## config.mk

```make
export PLATFORM = sky130hd
export DESIGN_NAME = serial_rx_status
export DESIGN_NICKNAME = d
export VERILOG_FILES = /design/src/rtl/serial_rx_pkg.sv /design/src/rtl/serial_rx_ctrl.sv /design/src/rtl/serial_rx_dp.sv /design/src/rtl/serial_rx_status.sv
export SDC_FILE = /design/constraint.sdc
export NUM_CORES = 1
export LEC_CHECK = 0
export ABC_CLOCK_PERIOD_IN_PS = 7400
export BUFFER_PORTS_ARGS = -buffer_cell sky130_fd_sc_hd__buf_2
export CORE_ASPECT_RATIO = 0.5
export CORE_MARGIN = 2
export CORE_UTILIZATION = 55
export CTS_CLUSTER_DIAMETER = 80
export DETAILED_ROUTE_END_ITERATION = 6
export PLACE_DENSITY = 0.72
export SETUP_SLACK_MARGIN = 0.05
export SYNTH_ARGS = -nofsm -noshare
export SYNTH_HDL_FRONTEND = slang
export SYNTH_SLANG_ARGS = --single-unit
```

## constraint.sdc

```tcl
create_clock -name clk -period 7.4 [get_ports clk]
set_clock_uncertainty 0.15 [all_clocks]
set_input_delay 0.74 -clock clk [delete_from_list [all_inputs] [get_ports clk]]
set_output_delay 0.74 -clock clk [all_outputs]
set_load 0.05 [all_outputs]
```

## src/rtl/serial_rx_pkg.sv

```systemverilog
package serial_rx_pkg;

  localparam int CHAR_W = 8;
  localparam int TAG_W  = 3;
  localparam int ENTRY_W = CHAR_W + TAG_W;

  // per-character error tags
  typedef struct packed {
    logic brk;
    logic frm;
    logic par;
  } rxTag_t;

  typedef struct packed {
    rxTag_t             tag;
    logic [CHAR_W-1:0]  data;
  } rxEntry_t;

  // strobes from control to datapath
  typedef struct packed {
    logic clearChar;
    logic shiftBit;
    logic takeParity;
    logic push;
    logic tagFrame;
    logic tagBreak;
  } rxStrobe_t;

endpackage

```

## src/rtl/serial_rx_ctrl.sv

```systemverilog
module serial_rx_ctrl
  import serial_rx_pkg::*;
#(
  parameter int OS_RATE     = 16,
  parameter int SYNC_STAGES = 2
) (
  input  logic       clk,
  input  logic       rstN,
  input  logic       tick,
  input  logic       rxLine,
  input  logic [1:0] cfgWordLen,
  input  logic       cfgParityEn,
  input  logic       cfgTwoStop,
  input  logic       charZero,
  output logic       rxBit,
  output rxStrobe_t  stb
);

  localparam int CNT_W = $clog2(OS_RATE);
  localparam logic [CNT_W-1:0] MID_CNT  = CNT_W'(OS_RATE / 2 - 1);
  localparam logic [CNT_W-1:0] FULL_CNT = CNT_W'(OS_RATE - 1);

  typedef enum logic [2:0] {
    S_IDLE, S_START, S_DATA, S_PARITY, S_STOP1, S_STOP2, S_MARK
  } rxState_t;

  rxState_t state, stateNx;
  logic [CNT_W-1:0] tickCnt, tickCntNx;
  logic [2:0] bitCnt, bitCntNx;
  logic [SYNC_STAGES-1:0] syncQ;
  logic rxS;
  logic atFull;
  logic [2:0] lastBit;

  // input synchroniser, idles high
  always_ff @(posedge clk or negedge rstN) begin
    if (!rstN) syncQ <= '1;
    else       syncQ <= {syncQ[SYNC_STAGES-2:0], rxLine};
  end

  assign rxS     = syncQ[SYNC_STAGES-1];
  assign rxBit   = rxS;
  assign atFull  = (tickCnt == FULL_CNT);
  assign lastBit = {1'b1, cfgWordLen};

  always_comb begin
    stateNx   = state;
    tickCntNx = tickCnt;
    bitCntNx  = bitCnt;
    stb       = '0;
    if (tick) begin
      case (state)
        S_IDLE: begin
          if (!rxS) begin
            stateNx   = S_START;
            tickCntNx = '0;
          end
        end
        S_START: begin
          if (tickCnt == MID_CNT) begin
            tickCntNx = '0;
            if (!rxS) begin
              stateNx       = S_DATA;
              bitCntNx      = '0;
              stb.clearChar = 1'b1;
            end else begin
              stateNx = S_IDLE;
            end
          end else begin
            tickCntNx = tickCnt + 1'b1;
          end
        end
        S_DATA: begin
          if (atFull) begin
            tickCntNx    = '0;
            stb.shiftBit = 1'b1;
            if (bitCnt == lastBit) begin
              bitCntNx = '0;
              stateNx  = cfgParityEn ? S_PARITY : S_STOP1;
            end else begin
              bitCntNx = bitCnt + 1'b1;
            end
          end else begin
            tickCntNx = tickCnt + 1'b1;
          end
        end
        S_PARITY: begin
          if (atFull) begin
            tickCntNx      = '0;
            stb.takeParity = 1'b1;
            stateNx        = S_STOP1;
          end else begin
            tickCntNx = tickCnt + 1'b1;
          end
        end
        S_STOP1: begin
          if (atFull) begin
            tickCntNx = '0;
            if (!rxS && charZero) begin
              stb.push     = 1'b1;
              stb.tagFrame = 1'b1;
              stb.tagBreak = 1'b1;
              stateNx      = S_MARK;
            end else if (!rxS) begin
              // bad stop bit doubles as the next start bit
              stb.push      = 1'b1;
              stb.tagFrame  = 1'b1;
              stb.clearChar = 1'b1;
              bitCntNx      = '0;
              stateNx       = S_DATA;
            end else if (cfgTwoStop) begin
              stateNx = S_STOP2;
            end else begin
              stb.push = 1'b1;
              stateNx  = S_IDLE;
            end
          end else begin
            tickCntNx = tickCnt + 1'b1;
          end
        end
        S_STOP2: begin
          if (atFull) begin
            tickCntNx    = '0;
            stb.push     = 1'b1;
            stb.tagFrame = !rxS;
            if (!rxS) begin
              stb.clearChar = 1'b1;
              bitCntNx      = '0;
              stateNx       = S_DATA;
            end else begin
              stateNx = S_IDLE;
            end
          end else begin
            tickCntNx = tickCnt + 1'b1;
          end
        end
        S_MARK: begin
          if (rxS) stateNx = S_IDLE;
        end
        default: stateNx = S_IDLE;
      endcase
    end
  end

  always_ff @(posedge clk or negedge rstN) begin
    if (!rstN) begin
      state   <= S_IDLE;
      tickCnt <= '0;
      bitCnt  <= '0;
    end else begin
      state   <= stateNx;
      tickCnt <= tickCntNx;
      bitCnt  <= bitCntNx;
    end
  end

  // a start low that is gone by mid-bit returns to idle
  assert_glitch_reject_R9: assert property (@(posedge clk) disable iff (!rstN)
    (state == S_START && tick && tickCnt == MID_CNT && rxS) |=> (state == S_IDLE));

  // break leaves the receiver parked until the line is high
  assert_break_parks_R8: assert property (@(posedge clk) disable iff (!rstN)
    stb.tagBreak |=> (state == S_MARK));

  assert_mark_quiet_R8: assert property (@(posedge clk) disable iff (!rstN)
    (state == S_MARK) |-> !stb.push);

  assert_one_action_R2: assert property (@(posedge clk) disable iff (!rstN)
    $onehot0({stb.shiftBit, stb.takeParity, stb.push}));

endmodule

```

## src/rtl/serial_rx_dp.sv

```systemverilog
module serial_rx_dp
  import serial_rx_pkg::*;
#(
  parameter int DEPTH = 16
) (
  input  logic              clk,
  input  logic              rstN,
  input  rxStrobe_t         stb,
  input  logic              rxBit,
  input  logic [1:0]        cfgWordLen,
  input  logic              cfgParityEn,
  input  logic              cfgParityOdd,
  input  logic              rdData,
  input  logic              rdStatus,
  output logic              charZero,
  output logic [CHAR_W-1:0] dataOut,
  output logic [4:0]        statusOut
);

  localparam int PTR_W = (DEPTH > 1) ? $clog2(DEPTH) : 1;
  localparam int CNT_W = $clog2(DEPTH + 1);
  localparam logic [PTR_W-1:0] LAST_PTR = PTR_W'(DEPTH - 1);
  localparam logic [CNT_W-1:0] FULL_CNT = CNT_W'(DEPTH);

  logic [CHAR_W-1:0] shiftReg;
  logic              parBit;
  logic [CHAR_W-1:0] alignData;
  logic [2:0]        shiftAmt;
  logic              parFail;
  rxEntry_t          pushEntry, headNext;
  rxEntry_t          fifoMem [DEPTH];
  logic [PTR_W-1:0]  wrPtr, rdPtr, rdPtrInc;
  logic [CNT_W-1:0]  count;
  logic              full, pushAcc, popAcc, newHead;
  logic              ovrS, parS, frmS, brkS;

  // character assembly
  always_ff @(posedge clk or negedge rstN) begin
    if (!rstN) begin
      shiftReg <= '0;
      parBit   <= 1'b0;
    end else begin
      if (stb.clearChar) begin
        shiftReg <= '0;
        parBit   <= 1'b0;
      end else begin
        if (stb.shiftBit)   shiftReg <= {rxBit, shiftReg[CHAR_W-1:1]};
        if (stb.takeParity) parBit   <= rxBit;
      end
    end
  end

  assign shiftAmt  = 3'd3 - {1'b0, cfgWordLen};
  assign alignData = shiftReg >> shiftAmt;
  assign charZero  = (shiftReg == '0) && (!cfgParityEn || !parBit);
  assign parFail   = cfgParityEn && !stb.tagBreak && (parBit != (^alignData ^ cfgParityOdd));

  always_comb begin
    pushEntry.data    = alignData;
    pushEntry.tag.brk = stb.tagBreak;
    pushEntry.tag.frm = stb.tagFrame;
    pushEntry.tag.par = parFail;
  end

  // receive FIFO
  assign full     = (count == FULL_CNT);
  assign pushAcc  = stb.push && !full;
  assign popAcc   = rdData && (count != '0);
  assign rdPtrInc = (rdPtr == LAST_PTR) ? '0 : rdPtr + 1'b1;

  always_ff @(posedge clk) begin
    if (pushAcc) fifoMem[wrPtr] <= pushEntry;
  end

  always_ff @(posedge clk or negedge rstN) begin
    if (!rstN) begin
      wrPtr <= '0;
      rdPtr <= '0;
      count <= '0;
    end else begin
      if (pushAcc) wrPtr <= (wrPtr == LAST_PTR) ? '0 : wrPtr + 1'b1;
      if (popAcc)  rdPtr <= rdPtrInc;
      case ({pushAcc, popAcc})
        2'b10:   count <= count + 1'b1;
        2'b01:   count <= count - 1'b1;
        default: count <= count;
      endcase
    end
  end

  // which entry becomes the head this cycle
  always_comb begin
    newHead  = 1'b0;
    headNext = pushEntry;
    if (count == '0) begin
      newHead = pushAcc;
    end else if (popAcc) begin
      if (count == CNT_W'(1)) begin
        newHead = pushAcc;
      end else begin
        newHead  = 1'b1;
        headNext = fifoMem[rdPtrInc];
      end
    end
  end

  // sticky status bits: a set wins over a same-cycle clear
  always_ff @(posedge clk or negedge rstN) begin
    if (!rstN) begin
      ovrS <= 1'b0;
      parS <= 1'b0;
      frmS <= 1'b0;
      brkS <= 1'b0;
    end else begin
      ovrS <= (ovrS && !rdStatus) || (stb.push && full);
      parS <= (parS && !rdStatus) || (newHead && headNext.tag.par);
      frmS <= (frmS && !rdStatus) || (newHead && headNext.tag.frm);
      brkS <= (brkS && !rdStatus) || (newHead && headNext.tag.brk);
    end
  end

  assign dataOut   = (count != '0) ? fifoMem[rdPtr].data : '0;
  assign statusOut = {brkS, frmS, parS, ovrS, (count != '0)};

  assert_no_overflow_R5: assert property (@(posedge clk) disable iff (!rstN)
    count <= FULL_CNT);

  assert_overrun_flag_R5: assert property (@(posedge clk) disable iff (!rstN)
    (stb.push && full) |=> statusOut[1]);

  assert_overrun_keeps_fifo_R5: assert property (@(posedge clk) disable iff (!rstN)
    (stb.push && full && !rdData) |=> (count == $past(count)) && $stable(wrPtr));

  assert_ready_drops_R3: assert property (@(posedge clk) disable iff (!rstN)
    (rdData && count == CNT_W'(1) && !stb.push) |=> !statusOut[0]);

  assert_status_clear_R11: assert property (@(posedge clk) disable iff (!rstN)
    (rdStatus && !stb.push && !newHead) |=> (statusOut[4:1] == 4'b0));

  assert_empty_pop_ignored_R4: assert property (@(posedge clk) disable iff (!rstN)
    (rdData && count == '0 && !stb.push) |=> (count == '0) && $stable(rdPtr));

endmodule

```

## src/rtl/serial_rx_status.sv

```systemverilog
module serial_rx_status
  import serial_rx_pkg::*;
#(
  parameter int OS_RATE     = 16,
  parameter int FIFO_DEPTH  = 16,
  parameter int SYNC_STAGES = 2
) (
  input  logic       clk,
  input  logic       rstN,
  input  logic       tick16,
  input  logic       rxLine,
  input  logic [1:0] cfgWordLen,
  input  logic       cfgParityEn,
  input  logic       cfgParityOdd,
  input  logic       cfgTwoStop,
  input  logic       rdData,
  input  logic       rdStatus,
  output logic [7:0] dataOut,
  output logic [4:0] statusOut
);

  rxStrobe_t stb;
  logic      rxBit;
  logic      charZero;

  serial_rx_ctrl #(
    .OS_RATE(OS_RATE),
    .SYNC_STAGES(SYNC_STAGES)
  ) uCtrl (
    .clk(clk),
    .rstN(rstN),
    .tick(tick16),
    .rxLine(rxLine),
    .cfgWordLen(cfgWordLen),
    .cfgParityEn(cfgParityEn),
    .cfgTwoStop(cfgTwoStop),
    .charZero(charZero),
    .rxBit(rxBit),
    .stb(stb)
  );

  serial_rx_dp #(
    .DEPTH(FIFO_DEPTH)
  ) uDp (
    .clk(clk),
    .rstN(rstN),
    .stb(stb),
    .rxBit(rxBit),
    .cfgWordLen(cfgWordLen),
    .cfgParityEn(cfgParityEn),
    .cfgParityOdd(cfgParityOdd),
    .rdData(rdData),
    .rdStatus(rdStatus),
    .charZero(charZero),
    .dataOut(dataOut),
    .statusOut(statusOut)
  );

endmodule

```

; ---- After elaboration in Yosys (flattened, before gate mapping)
; Memory sizes are Yosys's and may differ from the RTL's.
; Cells that the tools add are included.
[word_totals]
register_bits = 38
latch_bits = 0
ram_bits = 176
romBits = 0
out_inout_bits = 13
word_cells = 147
memories = 1
[memory_table]
columns = memory, words, width, read_ports, rd_ports_with_merged_regs, wr, line_no
row1 = uDp.fifoMem, 16, 11, 2, 0, 1, serial_rx_dp.sv:31  ; rxEntry_t fifoMem [DEPTH];
[classes]
addsub = 7
n_mul = 0
div = 0
n_lt_le_gt_ge = 0
eq_ne = 25
shifts = 1
n_mux = 60
n_bitwise = 1
n_reduce_logical = 39
[op_table]
columns = cell, n
row1 = $mux 3, 20
row2 = $mux 11, 3
row3 = $mux 8, 3
row4 = $pmux 3 s7, 1
row5 = $mux 4, 5
row6 = $mux 1, 19
row7 = $logic_and 1x1->1, 14
row8 = $ne 2x1->1 const B, 7
row9 = $add 4x1->4 const B, 3
row10 = $eq 4x4->1 const B, 3
row11 = $pmux 3 s4, 1
row12 = $pmux 4 s3, 1
row13 = $pmux 5 s2, 1
row14 = $eq 3x3->1 const B, 3
row15 = $reduce_and 9->1, 1
row16 = $logic_not 8->1, 1
row17 = $reduce_xor 8->1, 1
row18 = $shr 8x3->8, 1
row19 = $reduce_and 7->1, 1
row20 = $eq 3x2->1 const B, 2
row21 = $logic_not 1->1, 6
row22 = $mux 2, 3
row23 = $mux 6, 1
row24 = $reduce_bool 2->1, 3
row25 = other kinds (24), 29

; ---- Depth between registers and ports, before layout
; Gate-level depths: netlist of run 1.
[logic_depth]
depth_word = 16
ltp_mapped = 12
depth_no_buf = 10

; ---- Modules after synthesis
; From an unflattened synthesis of run 1, not the netlist that was laid out.
[hier_totals]
cells_unflattened = 593
hier_area_um2 = 9340.2
[by_module_without_submodules]
columns = mod, instances, cells_per_inst, area_each_um2
row1 = serial_rx_dp, 1, 495, 8465.6
row2 = serial_rx_ctrl, 1, 98, 874.6

; ---- Least setup slack after synthesis of run 1
; OpenSTA, ideal clock, no wires.
[synth_timing]
path_kind = register -> register
from = register uDp.count[0]
to = register uDp.count[3]
setup_time_ps = 79
arrival_ps = 3057
t_required_ps = 7171
setup_slack_ps = 4113
path_stages_with_launch = 12
path_buffers = 2
path_cell_list = dfrtp_1 > inv_1 > ha_1 > nor3b_1 > nand2b_1 > clkbuf_1 > and2_1 > clkbuf_1 > ha_1 > or4b_2 > a21oi_1 > xor2_1
[synth_via]
word_cells_on_any_way = 11
classes_between = add/sub (2) / eq/ne (3) / mux (1) / reduce/logical (5)
[synth_rtl]
columns = item, line_no
row1 = start: declaration, serial_rx_dp.sv:33  ; logic [CNT_W-1:0] count;
row2 = start signal: assignment, serial_rx_dp.sv:84  ; 2'b10: count <= count + 1'b1;
row3 = start signal: assignment, serial_rx_dp.sv:85  ; 2'b01: count <= count - 1'b1;
row4 = start signal: assignment, serial_rx_dp.sv:86  ; default: count <= count;
row5 = $reduce_bool 5->1 *, --
row6 = net statusOut[0], serial_rx_status.sv:19  ; output logic [4:0] statusOut
row7 = $logic_and 1x1->1 *, serial_rx_dp.sv:68  ; assign popAcc = rdData && (count != '0);
row8 = net uDp.popAcc, serial_rx_dp.sv:34  ; logic full, pushAcc, popAcc, newHead;
row9 = $eq 2x1->1 or $eq 2x2->1 (tied branches), serial_rx_dp.sv:83  ; case ({pushAcc, popAcc})
row10 = $pmux 5 s2 or $reduce_bool 2->1 (tied branches), --
; Mark *: on every way through the listed nets, which the timed path passes. The rest lies on a longest branch.
; A chain may end at the register's enable or synchronous reset.

; ---- Worst setup path in the final report of run 1
[layout_timing]
from = register uDp.rdPtr[0]
to = output port dataOut[3]
[layout_via]
elab_chain_cells = 2
[layout_lines]
columns = item, line_no
row1 = start: declaration, serial_rx_dp.sv:32  ; logic [PTR_W-1:0] wrPtr, rdPtr, rdPtrInc;
row2 = start signal: assignment, serial_rx_dp.sv:82  ; if (popAcc) rdPtr <= rdPtrInc;
row3 = $mem_v2 16x11, --
row4 = $mux 8, serial_rx_dp.sv:122  ; assign dataOut = (count != '0) ? fifoMem[rdPtr].data : '0;
row5 = end: declaration, serial_rx_status.sv:18  ; output logic [7:0] dataOut,
; No other way between the ends.

==> summary.txt, run 1 <==
R2r worst-path depth: 9
Vias per cell: 6.14
Share of layout cells above drive strength 1: 0.205
First-pass GRT wire length: 29300 um
Routed wire length: 19300 um
Yosys warns: 0
Die Width: 189 um
Min-Delay Path Depth: 1
Hpwl dp: 11900 um
Post-synth top area share: 0.562
Starting density of the core: 0.568
Pre-CTS setup slack: 3510 ps
Max Fclk: 0.262 GHz
Largest net degree at the start of global routing: 39
Syn Nets: 585
Minimum clock period: 3810 ps
Critical path depth: 5
Routability congestion estimate: 0.786
DR iter-0 viols: 621
I/O Buffers: 23
DR vias: 5018
Antenna Violating Nets Remaining: 0
CP Capture Type: primary output
Power per cell area: 326 nW/um^2
Unrepaired setup endpoints after global routing: false
# diodes: 0
DRC Markers: 0
Top FF cell, synth: edfxtp_1
Final setup viols: 0
Hold WC Path Type: in2reg
Worst-margin pin slew: 1100 ps
Flops & latches, synth: 214
Top Ports: 24
Post-synth ARST share: 0.178
Num CTS Buffers: 19
Sequential element share of the synthesized area: 0.664
Hold_sp: rxLine
Dominant cell type by area after synthesis: edfxtp_1
Die area: 18200 um^2
EDFF count, synth: 176
Filler cells: 1168
Area growth syn-to-layout: 8.73%
TritonCTS clock tree: built
Static Leak: 3.40 nW
Tot GR Track Use: 0.224
Cts repair resizes: 0
Avg Inst Size Synth: 16.8 um^2
Fin cells: 817
Root Buffer: clkbuf_16
Final setup TNS: 0 ps
Delay-heaviest family, CP: multiplexers
Max-slew violation count: 0
Count leader, synth: edfxtp_1
Clk_lat worst skew: 500 ps
TritonCTS sink count: 214
Crit path kind: reg2out
Setup crit start: uDp.rdPtr[0]
CTS clk-pin slew, worst paths: 60 ps
Detailed Routing Iterations Pass 1: 5
Max FO, Critical Path: 36
Yosys cell types: 61
Setup ws final: 3590 ps
Worst flop-to-flop path startpoint: uDp.rdPtr[1]
Status: completed
Die H: 96.4 um
Cell Area, Synth: 9400 um^2
Fin. Hold Viols: 0
CP Launch Type: flop
Clk buf depth: 3
Antenna violations before repair: 1
CP required: 6510 ps
H-tree Lvls: 1
Max_cap viols: 0
Setup Fix Bufs, Post-CTS: 0
Max transition margin: 0.263
Nets: 601
Peak VDD IR: 0.216 mV
Fin crit share: 0.516
Placed insts: 783
GR Overflow Total: 0
Crit path DAT: 2920 ps
Post-Syn Instances: 561
Row cnt: 33
CTS Hold Bufs: 0
Commonest cells post-synth: edfxtp_1, mux4_2, dfrtp_1
Core area: 16600 um^2
Worst path most repeated cell: mux4_2
Synth top area cells: edfxtp_1, mux4_2, dfrtp_1, mux2i_1, ha_1
Worst path slowest cell: mux4_2
Worst path bufs/invs: 2
Worst path max stage delay: 600 ps
Routed len/inst: 23.6 um
Crit-path cells: buf_4, mux4_2, mux4_2, and2_1, buf_2
Vias in the first global route: 4871
==> placed cells by master, fill, tap and decap left out, types with 5 or more instances in the layout <==
master / instances
clkbuf_16: 19
nor3_1: 10
clkbuf_1: 11
dfrtp_1: 35
buf_4: 5
inv_1: 12
nand2b_1: 5
mux4_2: 53
nand2_1: 23
edfxtp_1: 176
nor2_1: 25
a21oi_1: 13
xnor2_1: 13
ha_1: 13
and2_1: 24
and3_1: 5
xor2_1: 5
o22ai_1: 5
nand3_1: 8
nor2b_1: 11
mux2i_1: 17
o21ai_1: 5
o21ai_0: 13
buf_2: 23
==> worst paths after layout <==
kind	slack [ps]	end
worst min register to register	210	uCtrl.syncQ[1]
worst min-delay path	200	uCtrl.syncQ[0]
max in group asynchronous	6230	uDp.rdPtr[0]
min in group asynchronous	220	uCtrl.state[1]
worst max-delay path	3590	dataOut[3]
worst max register to register	3860	uDp.frmS
==> flip-flops by register name, indices dropped and copies added (netlist names) <==
signal and flops:
uDp.fifoMem 176, uDp.shiftReg 8, uDp.count 5, uCtrl.tickCnt 4, uDp.rdPtr 4, uDp.wrPtr 4
uCtrl.bitCnt 3, uCtrl.state 3, uCtrl.syncQ 2, uDp.brkS 1, uDp.frmS 1, uDp.ovrS 1
uDp.parBit 1, uDp.parS 1
==> worst reg2reg max path, delay by kind of cell (launching register included) <==
family	cells	cell delay, ps
AO/OA/AOI/OAI	3	1180
adder cells (fa/ha/maj)	1	370
buffers and inverters	2	600
flip-flops	1	360
multiplexers	1	510
AND/OR/NAND/NOR	2	230
==> per-layer routing <==
metal / wire [um] / GRT usage / up-vias
li1: - / - / 2229
met1: 9010 / 0.338 / 2592
met2: 8680 / 0.346 / 172
met3: 1320 / 0.0412 / 25
met4: 317 / 0.0534 / 0
met5: 0 / 0 / -
==> cells by family after synthesis <==
logic type                 share of synthesized area
DFF                                            0.664
and+or+nand+nor                               0.0740
muxes                                          0.158
AOI/OAI and AO/OA                             0.0446
buffers and inverters                         0.0238
xor gates and xnor gates                      0.0185
adders and majority gates                     0.0173
==> metrics by stage <==
stage	hold WS (ps)	power, mW	instance area [um^2]	utilization
after global placement	197	2.45	9680	0.584
final	204	3.33	10200	0.617
after detailed placement	197	2.46	9680	0.584
after floorplan	195	2.26	9400	-
after CTS	197	3.35	10200	0.617
after global routing	191	3.49	10200	0.617
==> cell type report <==
type | count | area [um^2] | share of cell area
Clock inverter | 4 | 25.0 | 0.00245
Multi-Input combinational cell | 300 | 2950 | 0.289
Sequential cell | 214 | 6240 | 0.610
Timing Repair Buffer | 28 | 153 | 0.0149
Clock buffer | 30 | 517 | 0.0506
Tap cell | 227 | 284 | 0.0278
Inverter | 14 | 52.6 | 0.00514
==> where the power goes <==
group	switching (mW)	leakage (nW)	internal (mW)
logic	0.556	1.14	0.421
clock network	0.420	0.259	0.483
registers	0.109	2.00	1.34
total	1.08	3.40	2.25
(Power assumes the default switching activity.)
==> run 2: changes to the inputs <==
--- a/config.mk
+++ b/config.mk
@@ -5,14 +5,15 @@
 export SDC_FILE = /design/constraint.sdc
 export NUM_CORES = 1
 export LEC_CHECK = 0
-export ABC_CLOCK_PERIOD_IN_PS = 7400
+export ABC_AREA = 1
+export ABC_CLOCK_PERIOD_IN_PS = 3100
 export BUFFER_PORTS_ARGS = -buffer_cell sky130_fd_sc_hd__buf_2
 export CORE_ASPECT_RATIO = 0.5
 export CORE_MARGIN = 2
 export CORE_UTILIZATION = 55
 export CTS_CLUSTER_DIAMETER = 80
 export DETAILED_ROUTE_END_ITERATION = 6
-export PLACE_DENSITY = 0.72
+export PLACE_DENSITY = 0.74
 export SETUP_SLACK_MARGIN = 0.05
 export SYNTH_ARGS = -nofsm -noshare
 export SYNTH_HDL_FRONTEND = slang
==> constraint.sdc (replaced) <==
create_clock -name clk -period 3.1 [get_ports clk]
set_clock_uncertainty 0.15 [all_clocks]
set_input_delay 0.31 -clock clk [delete_from_list [all_inputs] [get_ports clk]]
set_output_delay 0.31 -clock clk [all_outputs]
set_load 0.05 [all_outputs]
==> summary.txt, run 2 <==
Status: completed
Hpwl dp: 15300 um (+29%)
Unrepaired setup endpoints after global routing: false
CP required: 2640 ps (-3870 ps)
Number of flip-flops in the largest register: 176 (unchanged)
NetSw: 3.67 mW (+240%)
Clk_lat worst skew: 510 ps (about the same)
Seq pwr share: 0.364 (-0.071)
Multi-input gate area: 3010 um^2 (+1.9%)
Starting density of the core: 0.561 (-0.00704)
Setup crit start: uDp.rdPtr[1]
EDFF count, synth: 176 (unchanged)
Fin crit share: 0.964
Crit path DAT: 2530 ps (-390 ps)
Setup ws final: 112 ps (-3470 ps)
Root Buffer: clkbuf_16
Largest net degree at the start of global routing: 73 (+87%)
Hold WC Path Type: in2reg
Top reg by flops: uDp.fifoMem
Syn Nets: 947 (+62%)
Vias in the first global route: 6913 (+42%)
CP Capture Type: primary output
DR iter-0 viols: 764 (+23%)
Sw Ratio: 0.390 (+0.0646)
I/O Buffers: 23 (unchanged)
Leading cell type in the layout, fill and taps excluded: nand2_1
Final setup viols: 0 (unchanged)
Worst path max stage delay: 570 ps (-30 ps)
Dominant cell type by area after synthesis: edfxtp_1
Max-slew violation count: 0 (unchanged)
Power per cell area: 858 nW/um^2 (+160%)
Flops & latches, synth: 214 (unchanged)
Antenna Violating Nets Remaining: 0 (unchanged)
Area growth syn-to-layout: 12.9%
Max_cap viols: 0 (unchanged)
Final setup TNS: 0 ps (unchanged)
Die Width: 192 um (+1.6%)
Max Fclk: 0.335 GHz
Power share of the combinational group: 0.364 (+0.071)
Clock Power Share: 0.271 (about the same)
P_int: 5.73 mW (+160%)
Worst path bufs/invs: 3 (+1)
Clk buf depth: 3 (unchanged)
Max transition margin: 0.392 (+0.128)
Avg Inst Size Synth: 10.5 um^2 (-37%)
Yosys cell types: 44 (-28%)
Filler cells: 1313 (+12%)
Core area: 17300 um^2 (+4.6%)
Static Leak: 4.32 nW (+27%)
Crit path kind: reg2out
CP Launch Type: flop
Die H: 97.9 um (+1.6%)
Delay-heaviest family, CP: compound AO/OA/AOI/OAI gates
Routability congestion estimate: 0.889 (+13%)
# diodes: 0 (unchanged)
Peak VDD IR: 0.898 mV (+320%)
Vias per cell: 5.95 (-3.1%)
Detailed Routing Iterations Pass 1: 6 (+1)
Cell Area, Synth: 9710 um^2 (+3.3%)
Synth top area cells: edfxtp_1, dfrtp_1, nand2_1, nand3_1, o21ai_0
Register area: 6240 um^2 (about the same)
Top Ports: 24 (unchanged)
DR vias: 7230 (+44%)
Antenna violations before repair: 0 (-1)
Nets: 992 (+65%)
Worst-margin pin slew: 913 ps (-189 ps)
CTS clk-pin slew, worst paths: 70 ps (about the same)
Commonest cells post-synth: nand2_1, edfxtp_1, nor2_1
Post-Syn Instances: 923 (+65%)
Sequential element share of the synthesized area: 0.643 (-0.0210)
Hold_sp: rdStatus
Num CTS Buffers: 20 (+1)
Top flop regs: uDp.fifoMem x176, uDp.shiftReg x8, uDp.count x5
Row cnt: 34 (+3.0%)
Count leader, synth: nand2_1
Fin. Hold Viols: 0 (unchanged)
Die area: 18800 um^2 (+3.2%)
H-tree Lvls: 1 (unchanged)
Routed len/inst: 19.3 um (-18%)
DRC Markers: 0 (unchanged)
Yosys warns: 0 (unchanged)
Max FO, Critical Path: 32 (-11%)
GR Overflow Total: 0 (unchanged)
Most frequent cells in the layout: nand2_1, edfxtp_1, nor2_1, nand3_1, o21ai_0
Crit-path cells: inv_1, buf_12, o21ai_0, o22ai_1, nor2_1, nor2_1, o21ai_0, a21oi_1, buf_2
Post-synth top area share: 0.544 (-0.0178)
Worst flop-to-flop path startpoint: uCtrl.tickCnt[0]
Worst path slowest cell: dfrtp_4
Top FF cell, synth: edfxtp_1
TritonCTS clock tree: built
Post-synth ARST share: 0.178 (unchanged)
Share of layout cells above drive strength 1: 0.124 (-0.0807)
Tot GR Track Use: 0.253 (+0.0288)
Minimum clock period: 2990 ps
Routed wire length: 23500 um (+22%)
TritonCTS sink count: 214 (unchanged)
Pre-CTS setup slack: 546 ps (-2960 ps)
First-pass GRT wire length: 36800 um (+26%)
-- run 2: changes by cell type after synthesis, moves of 18 or more --
cell,delta
nand3_1,+88
mux2i_1,-18
o21ai_0,+81
o221ai_1,+20
mux4_2,-53
inv_1,+53
nand2_1,+160
nor2_1,+83
and2_1,-23
-- run 2: cell families after synthesis --
| kind of cell | synth area share |
|---|---|
| and+or+nand+nor | 0.188 |
| DFF | 0.643 |
| AOI/OAI and AO/OA | 0.0999 |
| buffers and inverters | 0.0477 |
| adders and majority gates | 0.0168 |
| xor gates and xnor gates | 0.00541 |
-- run 2: power by group through the flow --
stage	combinational, mW	clock [mW]	sequential [mW]
after floorplan	2.50	0	3.39
after global placement	3.14	0	3.49
after detailed placement	3.21	0	3.50
after CTS	3.24	2.56	3.44
after global routing	3.74	2.68	3.44
final	3.42	2.55	3.43
-- run 2: path summary, 6_finish.rpt --
kind / slack [ps] / cells after the start / end
min in group asynchronous: 330 / 2 / uDp.shiftReg[6]
min reg2reg: 210 / 0 / uCtrl.syncQ[1]
min: 20 / 4 / uDp.ovrS
max in group asynchronous: 1800 / 2 / uDp.rdPtr[1]
max: 110 / 9 / dataOut[6]
max reg2reg: 550 / 10 / uDp.fifoMem[13][0]
-- run 2: cell type report --
class | count | share of cell area
flip-flops and latches | 214 | 0.570
clock buffers | 22 | 0.0464
clock inverters | 13 | 0.0156
multi-input cells | 598 | 0.274
well taps | 234 | 0.0267
inverters | 71 | 0.0243
repair buffers | 63 | 0.0428
-- run 2: metrics by stage --
stage	power (mW)	hold slack [ps]	area [um^2]	std cells	utilization
finish	9.40	16.4	11000	1215	0.633
global route	9.85	40.4	11000	1215	0.633
CTS	9.24	19.7	10900	1210	0.629
detailed placement	6.71	197	10200	1173	0.589
global placement	6.63	200	10200	1173	0.589
floorplan	5.89	-136	9710	923	-
-- run 2: worst min-delay path: stages --
cell     delay (ps)
buf_2            80
inv_1            80
nand2_1          70
o21ai_0          80
-- run 2: what timing repair did --
action	in CTS	in global routing
buffers inserted	0	4
cloned	0	1
gates resized for setup	2	3
endpoints found under the setup margin	4	7
hold endpoints to repair	37	0
hold buffers	2	0
-- run 2: layer usage --
layer,wire (um),share of wire,vias up,GRT usage
li1,-,-,3313,-
met4,593,0.025,0,0.0680
met2,10600,0.45,375,0.390
met5,0,0,-,0
met3,1990,0.085,54,0.0597
met1,10300,0.44,3488,0.363
==> run 3: changes to the inputs <==
--- a/config.mk
+++ b/config.mk
@@ -8,7 +8,7 @@
 export ABC_AREA = 1
 export ABC_CLOCK_PERIOD_IN_PS = 3100
 export BUFFER_PORTS_ARGS = -buffer_cell sky130_fd_sc_hd__buf_2
-export CORE_ASPECT_RATIO = 0.5
+export CORE_ASPECT_RATIO = 1.1
 export CORE_MARGIN = 2
 export CORE_UTILIZATION = 55
 export CTS_CLUSTER_DIAMETER = 80
==> summary.txt, run 3 (synthesis gave the netlist of run 2 again) <==
Largest net degree at the start of global routing: 41 (-44%)
Max transition margin: 0.379 (-0.0122)
Power per cell area: 842 nW/um^2 (-1.8%)
Area growth syn-to-layout: 12.3%
Peak VDD IR: 0.574 mV (-36%)
Die H: 143 um (+46%)
Hold WC Path Type: in2reg
CTS clk-pin slew, worst paths: 60 ps (about the same)
Unrepaired setup endpoints after global routing: false
Crit path kind: reg2out
Max FO, Critical Path: 13 (-59%)
Die area: 18700 um^2 (-0.34%)
Number of flip-flops in the largest register: 176 (unchanged)
Placed cell area: 10200 um^2 (+0.20%)
GR Overflow Total: 0 (unchanged)
H-tree Lvls: 1 (unchanged)
Top flop regs: uDp.fifoMem x176, uDp.shiftReg x8, uDp.count x5
Antenna Violating Nets Remaining: 0 (unchanged)
Leading cell type in the layout, fill and taps excluded: nand2_1
Crit path DAT: 2400 ps (-130 ps)
TritonCTS sink count: 214 (unchanged)
Die Width: 131 um (-32%)
Filler cells: 1332 (+1.4%)
Vias in the first global route: 6828 (-1.2%)
Clk_lat worst skew: 500 ps (about the same)
Top reg by flops: uDp.fifoMem
CP Capture Type: primary output
Worst hold slack: 4.17 ps (-12.2 ps)
Share of layout cells above drive strength 1: 0.124 (-0.000505)
Root Buffer: clkbuf_16
CP Launch Type: flop
Hpwl dp: 14700 um (-4.0%)
Placed insts: 1179 (+0.51%)
Num CTS Buffers: 21 (+5.0%)
Clk buf depth: 3 (unchanged)
Vias per cell: 5.75 (-3.4%)
Worst-margin pin slew: 931 ps (+18.3 ps)
Max Fclk: 0.350 GHz (+4.6%)
Static Leak: 4.31 nW (-0.27%)
R2r worst-path depth: 10 (unchanged)
Top Ports: 24 (unchanged)
Fin crit share: 0.922 (-0.0421)
Core area: 17100 um^2 (-1.0%)
Starting density of the core: 0.566 (+0.00565)
Nets: 994 (+0.20%)
DR iter-0 viols: 685 (-10%)
Final setup viols: 0 (unchanged)
Max-slew violation count: 0 (unchanged)
Most frequent cells in the layout: nand2_1, edfxtp_1, nor2_1, nand3_1, o21ai_0
First-pass GRT wire length: 35000 um (-5.0%)
Final instance area: 10900 um^2 (-0.47%)
Routed len/inst: 18.0 um (-7.0%)
Status: completed
# diodes: 0 (unchanged)
Max_cap viols: 0 (unchanged)
Minimum clock period: 2860 ps (-131 ps)
Tot GR Track Use: 0.243 (-0.00974)
Detailed Routing Iterations Pass 1: 5 (-1)
Final setup TNS: 0 ps (unchanged)
DRC Markers: 0 (unchanged)
Fin cells: 1219 (+0.33%)
DR vias: 7004 (-3.1%)
Min-Delay Path Depth: 4 (unchanged)
Routability congestion estimate: 0.904 (+1.8%)
Routed wire length: 21900 um (-6.7%)
TritonCTS clock tree: built
Fin. Hold Viols: 0 (unchanged)
Final Power: 9.18 mW (-2.3%)
Row cnt: 50 (+47%)
Setup Fix Bufs, Post-CTS: 0 (unchanged)
I/O Buffers: 23 (unchanged)
Antenna violations before repair: 0 (unchanged)
CP required: 2640 ps (about the same)
-- run 3: changes by cell type in the layout (fill, tap and decap cells not counted), sizes merged --
| cell | before | now |
|---|---|---|
| buf | 60 | 62 |
| bufinv | 3 | 2 |
| clkbuf | 23 | 27 |
| clkinv | 8 | 7 |
-- run 3: worst paths after layout --
| kind | from | to | slack [ps] |
|---|---|---|---|
| min reg2reg | uCtrl.syncQ[0] | uCtrl.syncQ[1] | 210 |
| min in group asynchronous | rstN | uCtrl.tickCnt[3] | 350 |
| min | rdStatus | uDp.frmS | 4 |
| max reg2reg | uCtrl.tickCnt[0] | uDp.fifoMem[10][2] | 530 |
| max in group asynchronous | rstN | uDp.rdPtr[0] | 1810 |
| max | uDp.rdPtr[3] | dataOut[5] | 240 |
-- run 3: what timing repair did --
action                                 CTS  global route
hold buffers                             2             0
setup endpoints to repair                0             1
gates resized for setup                  0             2
endpoints found under the hold margin   37             0
-- run 3: power by group --
group / internal, mW / leakage (nW) / switching (mW) / total, mW
logic: 0.974 / 1.84 / 2.34 / 3.32
clock network: 1.44 / 0.330 / 1.02 / 2.47
registers: 3.23 / 2.14 / 0.174 / 3.40
total: 5.64 / 4.31 / 3.54 / 9.18
-- run 3: layer usage --
layer,vias to the layer above,track usage,part of all wire
li1,3326,-,-
met1,3323,0.340,0.42
met2,305,0.396,0.48
met3,50,0.0305,0.072
met4,0,0.0857,0.027
met5,-,0,0
-- run 3: worst max-delay path: stages (launching register included) --
cell and delay, ps:
dfrtp_1 690, inv_1 420, nor2_1 190, o21ai_0 120, a21oi_1 200, buf_2 290
-- run 3: layout make-up --
class                           instances  area (um^2)  area share
Clock buffer                           27          558      0.0512
Clock inverter                         11          108     0.00987
Inverter                               71          267      0.0244
Multi-Input combinational cell        598         3010       0.276
Sequential cell                       214         6240       0.572
Tap cell                              234          293      0.0268
Timing Repair Buffer                   64          435      0.0399
-- run 3: through the flow --
step,setup WS (ps),utilization
floorplan,657,-
global placement,622,0.596
detailed placement,547,0.596
CTS,202,0.636
global route,101,0.636
finish,242,0.636
